<file path="src/rtl/sm_divider.sv">
module sm_divider #(
  parameter int W = 8
) (
  input  logic           clk,
  input  logic           rst_n,
  input  logic           start,
  input  logic [2*W-1:0] dividend,
  input  logic [W-1:0]   divisor,
  output logic           busy,
  output logic           done,
  output logic [W:0]     quotient,
  output logic [W:0]     remainder,
  output logic           ovf,
  output logic           div0
);
  localparam int CW = $clog2(W + 1);

  typedef enum logic [1:0] {S_IDLE, S_CHECK, S_ITER, S_FIN} st_t;

  st_t            st;
  logic [W:0]     acc;
  logic [W-1:0]   qr;
  logic [W-1:0]   bm;
  logic           qsgn, rsgn, e_dz, e_ov;
  logic [CW-1:0]  cnt;

  logic [2*W-1:0] dvd_mag;
  logic [W-1:0]   dvs_mag;
  logic [W:0]     shifted;
  logic [W+1:0]   diff;
  logic           trial_neg;
  logic [W:0]     q_ext;

  assign dvd_mag   = dividend[2*W-1] ? -dividend : dividend;
  assign dvs_mag   = divisor[W-1] ? -divisor : divisor;
  assign shifted   = {acc[W-1:0], qr[W-1]};
  assign diff      = {1'b0, shifted} - {2'b00, bm};
  assign trial_neg = diff[W+1];
  assign q_ext     = {1'b0, qr};
  assign busy      = (st != S_IDLE);

  always_ff @(posedge clk or negedge rst_n) begin
    if (!rst_n) begin
      st        <= S_IDLE;
      acc       <= '0;
      qr        <= '0;
      bm        <= '0;
      qsgn      <= 1'b0;
      rsgn      <= 1'b0;
      e_dz      <= 1'b0;
      e_ov      <= 1'b0;
      cnt       <= '0;
      done      <= 1'b0;
      quotient  <= '0;
      remainder <= '0;
      ovf       <= 1'b0;
      div0      <= 1'b0;
    end else begin
      done <= 1'b0;
      case (st)
        S_IDLE: begin
          if (start) begin
            acc  <= {1'b0, dvd_mag[2*W-1:W]};
            qr   <= dvd_mag[W-1:0];
            bm   <= dvs_mag;
            qsgn <= dividend[2*W-1] ^ divisor[W-1];
            rsgn <= dividend[2*W-1];
            e_dz <= 1'b0;
            e_ov <= 1'b0;
            st   <= S_CHECK;
          end
        end
        S_CHECK: begin
          cnt <= '0;
          if (bm == '0) begin
            e_dz <= 1'b1;
            st   <= S_FIN;
          end else if (acc >= {1'b0, bm}) begin
            e_ov <= 1'b1;
            st   <= S_FIN;
          end else if (acc == '0 && qr < bm) begin
            acc <= {1'b0, qr};
            qr  <= '0;
            st  <= S_FIN;
          end else begin
            st <= S_ITER;
          end
        end
        S_ITER: begin
          acc <= trial_neg ? shifted : diff[W:0];
          qr  <= {qr[W-2:0], ~trial_neg};
          cnt <= cnt + 1'b1;
          if (cnt == CW'(W - 1)) st <= S_FIN;
        end
        S_FIN: begin
          done      <= 1'b1;
          ovf       <= e_ov;
          div0      <= e_dz;
          quotient  <= (e_dz || e_ov) ? '0 : (qsgn ? -q_ext : q_ext);
          remainder <= (e_dz || e_ov) ? '0 : (rsgn ? -acc : acc);
          st        <= S_IDLE;
        end
        default: st <= S_IDLE;
      endcase
    end
  end
endmodule

</file>
<file path="config.mk">
export PLATFORM = sky130hd
export DESIGN_NAME = sm_divider
export DESIGN_NICKNAME = d
export VERILOG_FILES = /design/src/rtl/sm_divider.sv
export SDC_FILE = /design/constraint.sdc
export NUM_CORES = 1
export LEC_CHECK = 0
export BUFFER_PORTS_ARGS = -buffer_cell sky130_fd_sc_hd__buf_2
export CORE_UTILIZATION = 50
export CTS_BUF_LIST = sky130_fd_sc_hd__clkbuf_4
export DETAILED_ROUTE_END_ITERATION = 8
export GPL_ROUTABILITY_DRIVEN = 0
export PLACE_DENSITY = 0.79
export RECOVER_POWER = 25
export REMOVE_ABC_BUFFERS = 1
export SLEW_MARGIN = 0
export SYNTH_ARGS = -nofsm -noshare
export SYNTH_HDL_FRONTEND = slang
export SYNTH_SLANG_ARGS = --single-unit
</file>
<file path="constraint.sdc">
create_clock -name clk -period 4.6 [get_ports clk]
set_input_delay 0.46 -clock clk [delete_from_list [all_inputs] [get_ports clk]]
set_output_delay 0.46 -clock clk [all_outputs]
set_load 0.05 [all_outputs]
</file>
-- Word-level counts from Yosys, hierarchy flattened
Index checks and enable logic that the tools add are counted.
- register bits after elaboration: 56
- bits in latches: 0
- RAM bits: 0
- ROM bits: 0
- input port bits: 27
- output and inout port bits: 22
- logic and storage cells: 80
- memories kept: 0
- $add $sub $neg: 6
- $mul: 0
- divide/modulo/power cells: 0
- magnitude comparators: 2
- eq/ne operators: 11
- shift operators: 0
- muxes and demuxes: 31
- bitwise operators: 2
- reductions and logical operators: 14
- operator list (operator ; number):
    $mux W9 ; 9
    $mux W8 ; 5
    $pmux W9 S3 ; 1
    $pmux W8 S3 ; 1
    $mux W16 ; 1
    $neg A16 Y16 ; 1
    $ne A2 B2 Y1 const B ; 7
    $sub A9 B8 Y10 ; 1
    $ge A9 B8 Y1 ; 1
    $logic_not A9 Y1 ; 1
    $neg A8 Y9 ; 1
    $neg A9 Y9 ; 1
    $logic_not A8 Y1 ; 1
    $lt A8 B8 Y1 ; 1
    $mux W1 ; 8
    $neg A8 Y8 ; 1
    $pmux W2 S4 ; 1
    $pmux W4 S2 ; 1
    $reduce_bool A2 Y1 ; 3
    $reduce_and A5 Y1 ; 1
    $add A4 B1 Y4 const B ; 1
    $eq A2 B2 Y1 const B ; 2
    $eq A4 B3 Y1 const B ; 1
    $mux W2 ; 2
    11 further kinds ; 13

-- Logic depth before layout (Yosys ltp)
Gate-level depths: netlist of the first run.
- depth after elaboration: 6
- mapped depth: 12
- mapped depth without buffers: 10

-- Worst setup path after synthesis of the first run
No wires, ideal clock.
- path type: flip-flop to flip-flop
- from: register acc[0]
- to: register acc[0]
- library setup time: 0.125 ns
- data arrival time: 2.525 ns
- data required time: 4.475 ns
- slack: 1.950 ns
- cell stages (with the launch flop): 13
- buffers on the path: 2
- clock period less this slack: 2.650 ns
- cell sequence: dfrtp_1 -> inv_1 -> ha_1 -> nand2_1 -> or3_1 -> nor3_1 -> ha_1 -> nand4b_1 -> a31o_1 -> clkbuf_1 -> o21ai_1 -> buf_2 -> mux2_2
- cells in the longest elaborated chain, start to end: 4
- elaborated cells on any way between the ends: 9
- those cells by class: add/sub (1); order compare (1); eq/ne (2); mux (2); reduce/logical (3)
- ends and longest elaborated chain (item ; RTL line ; source):
    start, declared ; 21 ; logic [W:0] acc;
    start signal, assigned ; 63 ; acc <= {1'b0, dvd_mag[2*W-1:W]};
    start signal, assigned ; 82 ; acc <= {1'b0, qr};
    start signal, assigned ; 90 ; acc <= trial_neg ? shifted : diff[W:0];
    branches (longest 4 deep; another with $sub A9 B8 Y10) ; n/a ;
Parallel ways; which one is timed is not known.
A chain may end at the register's enable or synchronous reset.

-- Worst setup path after layout of the first run
- from: register acc[0]
- to: register qr[7]
- cells in the longest elaborated chain, start to end: 4
- elaborated cells on any way between the ends: 6
- those cells by class: order compare (1); eq/ne (2); reduce/logical (3)
- ends and longest elaborated chain (item ; RTL line ; source):
    branches (longest 3 deep; another with $ge A9 B8 Y1) ; n/a ;
    $reduce_and A5 Y1 (no source line) * ; n/a ;
    end signal, assigned ; 64 ; qr <= dvd_mag[W-1:0];
    end signal, assigned ; 91 ; qr <= {qr[W-2:0], ~trial_neg};
    end, declared ; 22 ; logic [W-1:0] qr;
Every way passes the cells marked *.

==> results of run 1 <==
## placed cells by master (no fill, tap or decap), drive strengths merged, types with 4 or more instances in the layout
cell    instances
inv            43
a21oi          15
a31oi           6
nand2b          6
nand2          45
o31ai          12
o21ai          34
nor2b           4
clkbuf          6
mux2i           7
o211ai          9
o22ai          21
o41ai           4
a211o           4
nor2           22
xnor2          15
buf            50
nand3           9
ha             33
dfrtp          56
or3             6
mux2           16
xor2           20
nor3            6
## cell families (layout without fill, tap and decap cells)
| logic type | count (synthesis) | count (layout) | share of synthesized area (%) |
|---|---|---|---|
| AOI/OAI and AO/OA | 129 | 129 | 21.4 |
| and+or+nand+nor | 114 | 114 | 13.5 |
| buffers and inverters | 63 | 102 | 6.11 |
| DFF | 56 | 56 | 34.5 |
| xor gates and xnor gates | 35 | 35 | 7.56 |
| adders and majority gates | 34 | 34 | 10.7 |
| muxes | 23 | 23 | 6.26 |
## tightest hold or removal path: stages
cell and delay [ps]:
buf_2 100, inv_1 70, o21ai_0 90
## power by group through the flow
stage                     clock [mW]  combinational [mW]  sequential [mW]
final                          0.222                2.38            0.951
after global routing           0.249                2.61            0.973
after floorplan                    0                1.58             1.10
after detailed placement           0                2.34            0.954
after CTS                      0.221                2.35            0.941
after global placement             0                2.28            0.940
## per-layer routing
metal	vias up	global-route usage, %
met5	-	0
met4	0	6.25
met3	14	3.90
met2	143	38.9
met1	1728	33.7
li1	1706	-
## metrics by stage
step | utilization [%] | instances | instance area, µm² | power [mW]
after global placement | 56.1 | 587 | 4360 | 3.22
final | 56.8 | 595 | 4410 | 3.55
after CTS | 56.8 | 595 | 4420 | 3.51
after floorplan | - | 434 | 3970 | 2.68
after detailed placement | 56.1 | 587 | 4360 | 3.30
after global routing | 56.8 | 595 | 4410 | 3.84
## area by class of cell
class                   instances  area share [%]
multi-input cells             335            54.6
well taps                     102            2.89
flip-flops and latches         56            31.8
clock buffers                   5           0.851
inverters                      43            3.66
repair buffers                 51            5.87
clock inverters                 3           0.397
## worst max path at each step
stage,to,slack [ps],depth (start not counted)
3_3_place_gp,acc[7],1480,10
2_1_floorplan,acc[0],1770,10
3_5_place_dp,acc[7],1360,10
5_1_grt,qr[7],1110,10
6_report,qr[7],1310,10
4_1_cts,qr[7],1320,10
## flip-flops by register name, indices dropped and copies added, names as in the netlist
name / flops
acc: 9
quotient: 9
remainder: 9
bm: 8
qr: 8
cnt: 4
st: 2
div0: 1
done: 1
e_dz: 1
e_ov: 1
ovf: 1
qsgn: 1
rsgn: 1
==> summary.md, run 1 <==
| Metric | Value |
|---|---|
| Initial Util | between 50% and 60% |
| Top cell type's share of synthesized area | about a third |
| # IOs | just under 50 |
| R2r setup slk | approximately 1300 ps |
| Area Growth Syn to Fin | 8.76% |
| DR WL met2 | between 4 and 5 mm |
| Hold path depth | 3 |
| Post-CTS Setup Bufs | 0 |
| Dpl ws | 1360 ps |
| WP buf/inv | 1 |
| Switching portion of total power | between 50 and 60% |
| Top_reg_cell synth | dfrtp_1 |
| Avg Cell Area, Syn | 8.93 µm² |
| Post-synthesis instance total | between 400 and 500 |
| Clock power frac | between 6 and 7% |
| Power Internal | 1.66 mW |
| Root buffer cell | clkbuf_4 |
| # hold bufs at CTS | 0 |
| Count of final hold-check violations | 0 |
| Hold path endpoint | bm[0] |
| Delay-heaviest family, CP | compound AO/OA/AOI/OAI gates |
| Violated checks | max-capacitance violations, max-slew violations |
| Seq/Total Area, Yosys | roughly 35% |
| Worst Skew | 12.8 ps |
| Final HPWL DP | around 7.5 mm |
| Fillers | approximately 700 |
| Final setup slack of the worst path | roughly 1300 ps |
| ANT nets after route | 0 |
| Async set or reset register ratio after synthesis | 100% |
| Deepest clock path buffer count | 2 |
| Most numerous cell in the Yosys netlist | dfrtp_1 |
| R2R depth | 10 |
| DRC | 0 |
| Final net count | 553 |
| Library cells used by synthesis | 53 |
| Die Ht | just over 90 µm |
| Clk sinks | 56 |
| Syn. warnings | 0 |
| #FFs+latches synth | between 50 and 60 |
| Vias per inst | between 6 and 7 |
| Worst-path clk slew | 160 ps |
| Port Buf Inserts | 48 |
| Starting DRT DRC Count | 300 |
| EDFF count, synth | 0 |
| Hold Path Class | in -> reg |
| Initial antenna violation count | 0 |
| M1 WL | roughly 4.4 mm |
| Setup CP Type | reg -> reg |
| Drt pass-1 iters | 5 |
| Number of global-route vias before repair | approximately 3400 |
| Endpoints failing setup | 0 |
| Sequential share of power | 26.8% |
| Worst skew pair latency | between 300 and 400 ps |
| R2r endpoint | qr[7] |
| Worst path slowest cell | o21ai_1 |
| Storage cell area | about 1400 µm² |
| Setup tns final | 0 ps |
| Most numerous cell on the critical path | ha_1 |
| Critical-path cell list | inv_1 > ha_1 > nand2_1 > or3_1 > nor3_1 > ha_1 > nand4b_1 > a31o_1 > o21ai_1 > mux2_2 |
| # H-tree levels | 2 |
| Leakage | about 2.1 nW |
| Worst VDD drop | between 0.0002 and 0.00025 V |
| Unrepaired setup endpoints after global routing | false |
| Max Fanout on Critical Path | 11 |
| Worst R2R Start | acc[0] |
| Logic pwr share | about two thirds |
| Peak Freq | just over 300 MHz |
| Arr. time, crit path | around 3600 ps |
| Row Count | 32 |
| CTS tree | yes |
| Via count | 3591 |
| Post-CTS sizing | 0 |
| Tcrit/Tclk final | between 70% and 80% |
| Area leader, netlist | dfrtp_1 |
| Max-slew violation count | 57 |
| Min-Delay Startpoint | divisor[0] |
| Synthesized area | around 4100 µm² |
| Top layer in use | met4 |
| TritonCTS buffer count | 5 |
| Critical Path End Type | flip-flop |
| Footprint of the multi-input gates | between 2000 and 2500 µm² |
| Met3 wire len | a little over 600 µm |
| Avg WL per Cell | ~16 µm |
| First-pass GRT wire length | 16.3 mm |
| Beginning of the critical path | acc[0] |
| Gr usage total | 24.1% |
| Post-synth top cells | dfrtp_1 (56), nand2_1 (45), inv_1 (41) |
| Pwr per Cell Area | just over 800 nW/µm² |
| Die X | 92.1 µm |
| Share of post-route cells with drive strength above 1 | ~15% |
| Gr ovfl total | 0 |
| Psw | ~1.9 mW |
| Max incr delay on CP | 840 ps |
| Core box area | 7770 µm² |
| Worst Tran Pin Value | approximately 3000 ps |
| Pin count of the biggest net entering global routing | 57 |
| Worst slew margin | -97.6% |
| Top cells by area, synth | dfrtp_1 (35%), ha_1 (10%), xor2_1 (4.3%) |
| # diodes | 0 |
| Required @ worst endpoint | approximately 4900 ps |
| Minimum clock period | between 3000 and 4000 ps |
| MaxCap Viol Count | 1 |
| Status | finished, violations left |
| Critical Path Start Type | flip-flop |
| Final WL | between 9 and 10 mm |
| Die Area | between 8000 and 9000 µm² |
| Hold slack final | between 300 and 400 ps |
(Power assumes the default switching activity.)
==> run 2: changes to the inputs <==
clock period = 3.16 ns   (was 4.6 ns; I/O delays follow)
==> run 2 against run 1 <==
Net effect: the run now ends clean; flip-flop and latch count unchanged; design area up 2.0%; wire length up 0.28%; global-route usage about the same; combinational power up 48%; cell count up 1.3%; clock-buffer cell count up 1; first-iteration DRC count down 17%; sequential share of layout area down 0.61 points; sequential power up 45%; core utilization up 1.1 points; largest cell class unchanged.
==> summary.md, run 2 (synthesis gave the netlist of run 1 again) <==
| Metric | Value |
|---|---|
| Status | completed |
| Dpl cells | 594 (+1.2%) |
| Pwr Total | 5.32 mW (+50%) |
| Setup crit end | qr[6] |
| Leakage | 2.11 nW (+2.2%) |
| Gr ovfl total | 0 (unchanged) |
| Worst skew pair latency | 380 ps (about the same) |
| Setup tns final | 0 ps (unchanged) |
| Deepest clock path buffer count | 2 (unchanged) |
| Clk sinks | 56 (unchanged) |
| Hold Path Class | in -> reg |
| Unrepaired setup endpoints after global routing | false |
| Logic pwr share | 66.2% (-0.8 points) |
| Final setup slack of the worst path | 226 ps (-1090 ps) |
| Beginning of the critical path | acc[0] |
| R2R depth | 11 (+1) |
| Number of global-route vias before repair | 3458 (+1.9%) |
| Worst VDD drop | 0.000374 V (+52%) |
| Port Buf Inserts | 48 (unchanged) |
| Starting DRT DRC Count | 248 (-17%) |
| R2r setup slk | 230 ps (-1090 ps) |
| Worst-path clk slew | 170 ps (about the same) |
| Max Fanout on Critical Path | 9 (-2) |
| Psw | 2.77 mW (+46%) |
| Worst R2R Start | acc[0] |
| Dpl ws | 280 ps (-1080 ps) |
| Die X | 92.1 µm (unchanged) |
| Drt pass-1 iters | 5 (unchanged) |
| Via count | 3648 (+1.6%) |
| # IOs | 49 (unchanged) |
| TritonCTS buffer count | 5 (unchanged) |
| Area Growth Syn to Fin | 10.9% |
| Fin area | 4500 µm² (+2.0%) |
| Setup CP Type | reg -> reg |
| Endpoints failing setup | 0 (unchanged) |
| Pin count of the biggest net entering global routing | 27 (-53%) |
| Worst Skew | 10.3 ps (-2.50 ps) |
| Most frequent cells in the layout | dfrtp_1 (56), buf_2 (47), nand2_1 (45), inv_1 (41), ha_1 (33) |
| Top Registers | acc (9), quotient (9), remainder (9) |
| Post-CTS Setup Bufs | 0 (unchanged) |
| Area of placed instances | 4410 µm² (+1.2%) |
| Required @ worst endpoint | 3450 ps (-1430 ps) |
| DRC | 0 (unchanged) |
| ANT nets after route | 0 (unchanged) |
| # H-tree levels | 2 (unchanged) |
| Root buffer cell | clkbuf_4 |
| Worst Tran Pin Value | 1390 ps (-1570 ps) |
| Initial antenna violation count | 0 (unchanged) |
| Die Ht | 92.1 µm (unchanged) |
| Clock power frac | 7.8% (+1.6 points) |
| Final core utilization | 57.9% (+1.1 points) |
| # diodes | 0 (unchanged) |
| Share of post-route cells with drive strength above 1 | 16.0% (+0.96 points) |
| Count of final hold-check violations | 0 (unchanged) |
| Tcrit/Tclk final | 92.9% (+21 points) |
| R2r endpoint | qr[6] |
| Core box area | 7770 µm² (unchanged) |
| Critical Path Start Type | flip-flop |
| Row Count | 32 (unchanged) |
| Die Area | 8480 µm² (unchanged) |
| Final HPWL DP | 7.70 mm (+2.1%) |
| MaxCap Viol Count | 0 (-1) |
| Peak Freq | 341 MHz (+12%) |
| Fin cells | 603 (+1.3%) |
| Arr. time, crit path | 3220 ps (-350 ps) |
| Sequential share of power | 26.0% (-0.8 points) |
| Vias per inst | 6.05 (+0.24%) |
| Minimum clock period | 2930 ps (-354 ps) |
| Hold slack final | 229 ps (-143 ps) |
| Max-slew violation count | 0 (-100%) |
| Commonest non-fill, non-tap cell in the layout | dfrtp_1 |
| Initial Util | 52.2% (unchanged) |
| Pwr per Cell Area | 1180 nW/µm² (+47%) |
| Final WL | 9.84 mm (+0.28%) |
| Worst slew margin | 7.13% (+100 points) |
| Critical Path End Type | flip-flop |
| First-pass GRT wire length | 16.2 mm (-0.38%) |
| Switching portion of total power | 52.1% (-1.3 points) |
| Final net count | 561 (+1.4%) |
| CTS tree | yes |
| Gr usage total | 24.1% (about the same) |
| Avg WL per Cell | 16.3 µm (-1.1%) |
| Power Internal | 2.55 mW (+54%) |
[run 2: changes by cell type in the layout (fill, tap and decap cells not counted), sizes merged]
cell / before / now
clkbuf: 6 / 9
bufinv: 0 / 1
clkinv: 3 / 1
buf: 50 / 55
dlygate4sd3: 0 / 1
[run 2: power by group through the flow]
stage | registers, mW | logic (mW) | clock network [mW]
3_3_place_gp | 1.37 | 3.37 | 0
4_1_cts | 1.37 | 3.49 | 0.423
3_5_place_dp | 1.39 | 3.47 | 0
6_report | 1.38 | 3.52 | 0.414
2_1_floorplan | 1.61 | 2.30 | 0
5_1_grt | 1.42 | 3.89 | 0.448
[run 2: worst max-delay path: stages, from the launching register on]
cell and delay, ps:
dfrtp_1 500, inv_1 150, ha_1 190, nand2_1 70
or3_1 320, nor3_1 140, ha_1 170, nand4b_1 90
a31o_1 300, o21ai_1 320, buf_4 240, mux2_2 350
[run 2: metal layers]
metal	track usage (%)	share of wire [%]	vias up
met2	39.7	47	157
met4	8.85	3.3	0
met3	3.32	5.6	30
li1	-	-	1722
met1	32.3	44	1739
met5	0	0	-
[run 2: worst min-delay path by stage]
| stage | endpoint | slack (ps) | depth (start not counted) | start |
|---|---|---|---|---|
| 2_1_floorplan | acc[0] | 20 | 0 | rst_n |
| 3_3_place_gp | remainder[6] | 330 | 1 | rst_n |
| 3_5_place_dp | remainder[2] | 350 | 1 | rst_n |
| 4_1_cts | bm[0] | 220 | 3 | divisor[0] |
| 5_1_grt | bm[1] | 240 | 3 | divisor[1] |
| 6_report | bm[0] | 230 | 3 | divisor[0] |
[run 2: timing repair]
action	in CTS	in global routing
endpoints found under the setup margin	0	0
endpoints found under the hold margin	23	0
hold buffers	1	0
gates resized for setup	0	0
[run 2: final cells by class]
type | count | area (µm²)
multi-input combinational | 335 | 2410
tap | 102 | 128
sequential | 56 | 1400
fill | 702 | 3270
timing repair buffer | 59 | 317
clock inverter | 2 | 38.8
inverter | 43 | 161
clock buffer | 6 | 45.0
==> run 3: changes to the inputs <==
==> constraint.sdc (replaced) <==
create_clock -name clk -period 3.16 [get_ports clk]
set_input_delay 0.632 -clock clk [delete_from_list [all_inputs] [get_ports clk]]
set_output_delay 0.632 -clock clk [all_outputs]
set_load 0.05 [all_outputs]
==> run 3 against run 2 <==
Net effect: wire length rose by 0.94%; critical path depth unchanged; total power decreased by 1.6%; register-to-register slack improved by 50 ps; clock power down 21%; combinational power about the same; global-route usage grew 0.38 points; sequential power about the same; clock-buffer cell count is 1 lower; critical endpoint unchanged; die area did not move; largest cell class unchanged; critical path type unchanged; setup slack better by 49 ps.
==> summary.md, run 3 (synthesis gave the netlist of run 1 again) <==
| Metric | Value |
|---|---|
| Core box area | 7770 µm² (unchanged) |
| Required @ worst endpoint | 3460 ps (about the same) |
| Met1 Use GR | 34.2% (+1.9 points) |
| Avg WL per Cell | 16.6 µm (+1.4%) |
| ANT nets after route | 0 (unchanged) |
| Vias per inst | 5.94 (-1.9%) |
| Number of global-route vias before repair | 3367 (-2.6%) |
| Count of final hold-check violations | 0 (unchanged) |
| Arr. time, crit path | 3180 ps (-40 ps) |
| Initial Util | 52.2% (unchanged) |
| Starting DRT DRC Count | 265 (+6.9%) |
| Storage cell area | 1400 µm² (unchanged) |
| Die Ht | 92.1 µm (unchanged) |
| # diodes | 0 (unchanged) |
| Port Buf Inserts | 48 (unchanged) |
| Initial antenna violation count | 0 (unchanged) |
| Worst skew pair latency | 390 ps (about the same) |
| # H-tree levels | 2 (unchanged) |
| Max-slew violation count | 0 (unchanged) |
| Worst slew margin | 17.0% (+9.9 points) |
| First-pass GRT wire length | 16.6 mm (+2.4%) |
| Area Growth Syn to Fin | 9.65% |
| Worst Skew | 5.80 ps (-4.50 ps) |
| R2R depth | 11 (unchanged) |
| Die X | 92.1 µm (unchanged) |
| Fillers | 699 (-0.43%) |
| Commonest non-fill, non-tap cell in the layout | dfrtp_1 |
| Share of post-route cells with drive strength above 1 | 15.7% (-0.31 points) |
| Setup CP Type | reg -> reg |
| Root buffer cell | clkbuf_4 |
| TritonCTS buffer count | 5 (unchanged) |
| Worst Tran Pin Value | 1250 ps (-148 ps) |
| Most frequent cells in the layout | dfrtp_1 (56), buf_2 (47), nand2_1 (45), inv_1 (41), ha_1 (33) |
| Pwr per Cell Area | 1180 nW/µm² (-0.51%) |
| Endpoints failing setup | 0 (unchanged) |
| Via count | 3562 (-2.4%) |
| Post-CTS Setup Bufs | 0 (unchanged) |
| Busiest grt layer | met2 |
| Pin count of the biggest net entering global routing | 27 (unchanged) |
| Deepest clock path buffer count | 2 (unchanged) |
| Top Registers | acc (9), quotient (9), remainder (9) |
| Final net count | 558 (-0.53%) |
| Met3 track demand over resource | 4.56% (+1.2 points) |
| Worst-path clk slew | 160 ps (about the same) |
| Gr usage total | 24.5% (+0.38 points) |
| Final WL | 9.94 mm (+0.94%) |
| Max Fanout on Critical Path | 9 (unchanged) |
| Clk sinks | 56 (unchanged) |
| Gr ovfl total | 0 (unchanged) |
| CTS tree | yes |
| Die Area | 8480 µm² (unchanged) |
| Peak Freq | 347 MHz (+1.7%) |
| # IOs | 49 (unchanged) |
| MaxCap Viol Count | 0 (unchanged) |
| Drt pass-1 iters | 6 (+1) |
| Unrepaired setup endpoints after global routing | false |
| Setup tns final | 0 ps (unchanged) |
| DRC | 0 (unchanged) |
| Leakage | 2.09 nW (-1.2%) |
| Footprint of the multi-input gates | 2410 µm² (+0.16%) |
| Tcrit/Tclk final | 91.3% (-1.5 points) |
| Critical Path End Type | flip-flop |
| Critical Path Start Type | flip-flop |
| # hold bufs at CTS | 0 (-1) |
| Minimum clock period | 2890 ps (-48.6 ps) |
| Final HPWL DP | 7.82 mm (+1.5%) |
| Row Count | 32 (unchanged) |
| Met2 Track Usage GR | 39.6% (-0.19 points) |
| Hold Path Class | in -> async |
| Worst VDD drop | 0.000336 V (-10%) |
| Status | completed |
| Final core utilization | 57.3% (-0.64 points) |
run 3: worst paths after layout:
path	startpoint	endpoint	slack (ps)
worst max-delay path	acc[0]	qr[6]	270
worst min-delay path	rst_n	remainder[2]	200
worst max register to register	acc[0]	qr[6]	270
worst min register to register	ovf	ovf	530
max in group asynchronous	rst_n	qr[6]	1430
min in group clk	ovf	ovf	530
run 3: repair_timing:
| action | in CTS | in global routing |
|---|---|---|
| setup endpoints to repair | 0 | 1 |
| hold endpoints to repair | 0 | 0 |
| gates resized for setup | 0 | 1 |
run 3: worst max-delay path: stages (launching register included):
cell,delay (ps)
dfrtp_1,490
inv_1,160
ha_1,180
nand2_1,70
or3_1,330
nor3_1,150
ha_1,180
nand4b_1,90
a31o_1,300
o21ai_2,250
buf_4,230
mux2_2,360
run 3: per-stage QoR:
| step | hold slack (ps) | instances | area, µm² | setup WS, ps | power (mW) |
|---|---|---|---|---|---|
| 2_1_floorplan | 336 | 434 | 3970 | 334 | 3.90 |
| 3_3_place_gp | 491 | 592 | 4400 | 373 | 4.72 |
| 3_5_place_dp | 499 | 592 | 4400 | 270 | 4.85 |
| 4_1_cts | 88.7 | 600 | 4450 | 236 | 5.17 |
| 5_1_grt | 247 | 600 | 4450 | 82.9 | 5.63 |
| 6_report | 195 | 600 | 4450 | 274 | 5.23 |
run 3: report_power, final:
part           internal, mW  switching, mW
Clock                0.0867          0.238
Combinational          1.35           2.17
Sequential             1.00          0.377
run 3: final cells by class:
cell class / count / area share, %
repair buffers: 56 / 6.55
well taps: 102 / 2.87
clock inverters: 3 / 0.394
flip-flops and latches: 56 / 31.5
clock buffers: 5 / 0.844
multi-input cells: 335 / 54.2
inverters: 43 / 3.63
run 3: metal layers:
layer | vias up | routed length [µm] | part of all wire [%]
li1 | 1719 | - | -
met1 | 1710 | 4530 | 46
met2 | 122 | 4660 | 47
met3 | 11 | 626 | 6.3
met4 | 0 | 114 | 1.1
met5 | - | 0 | 0
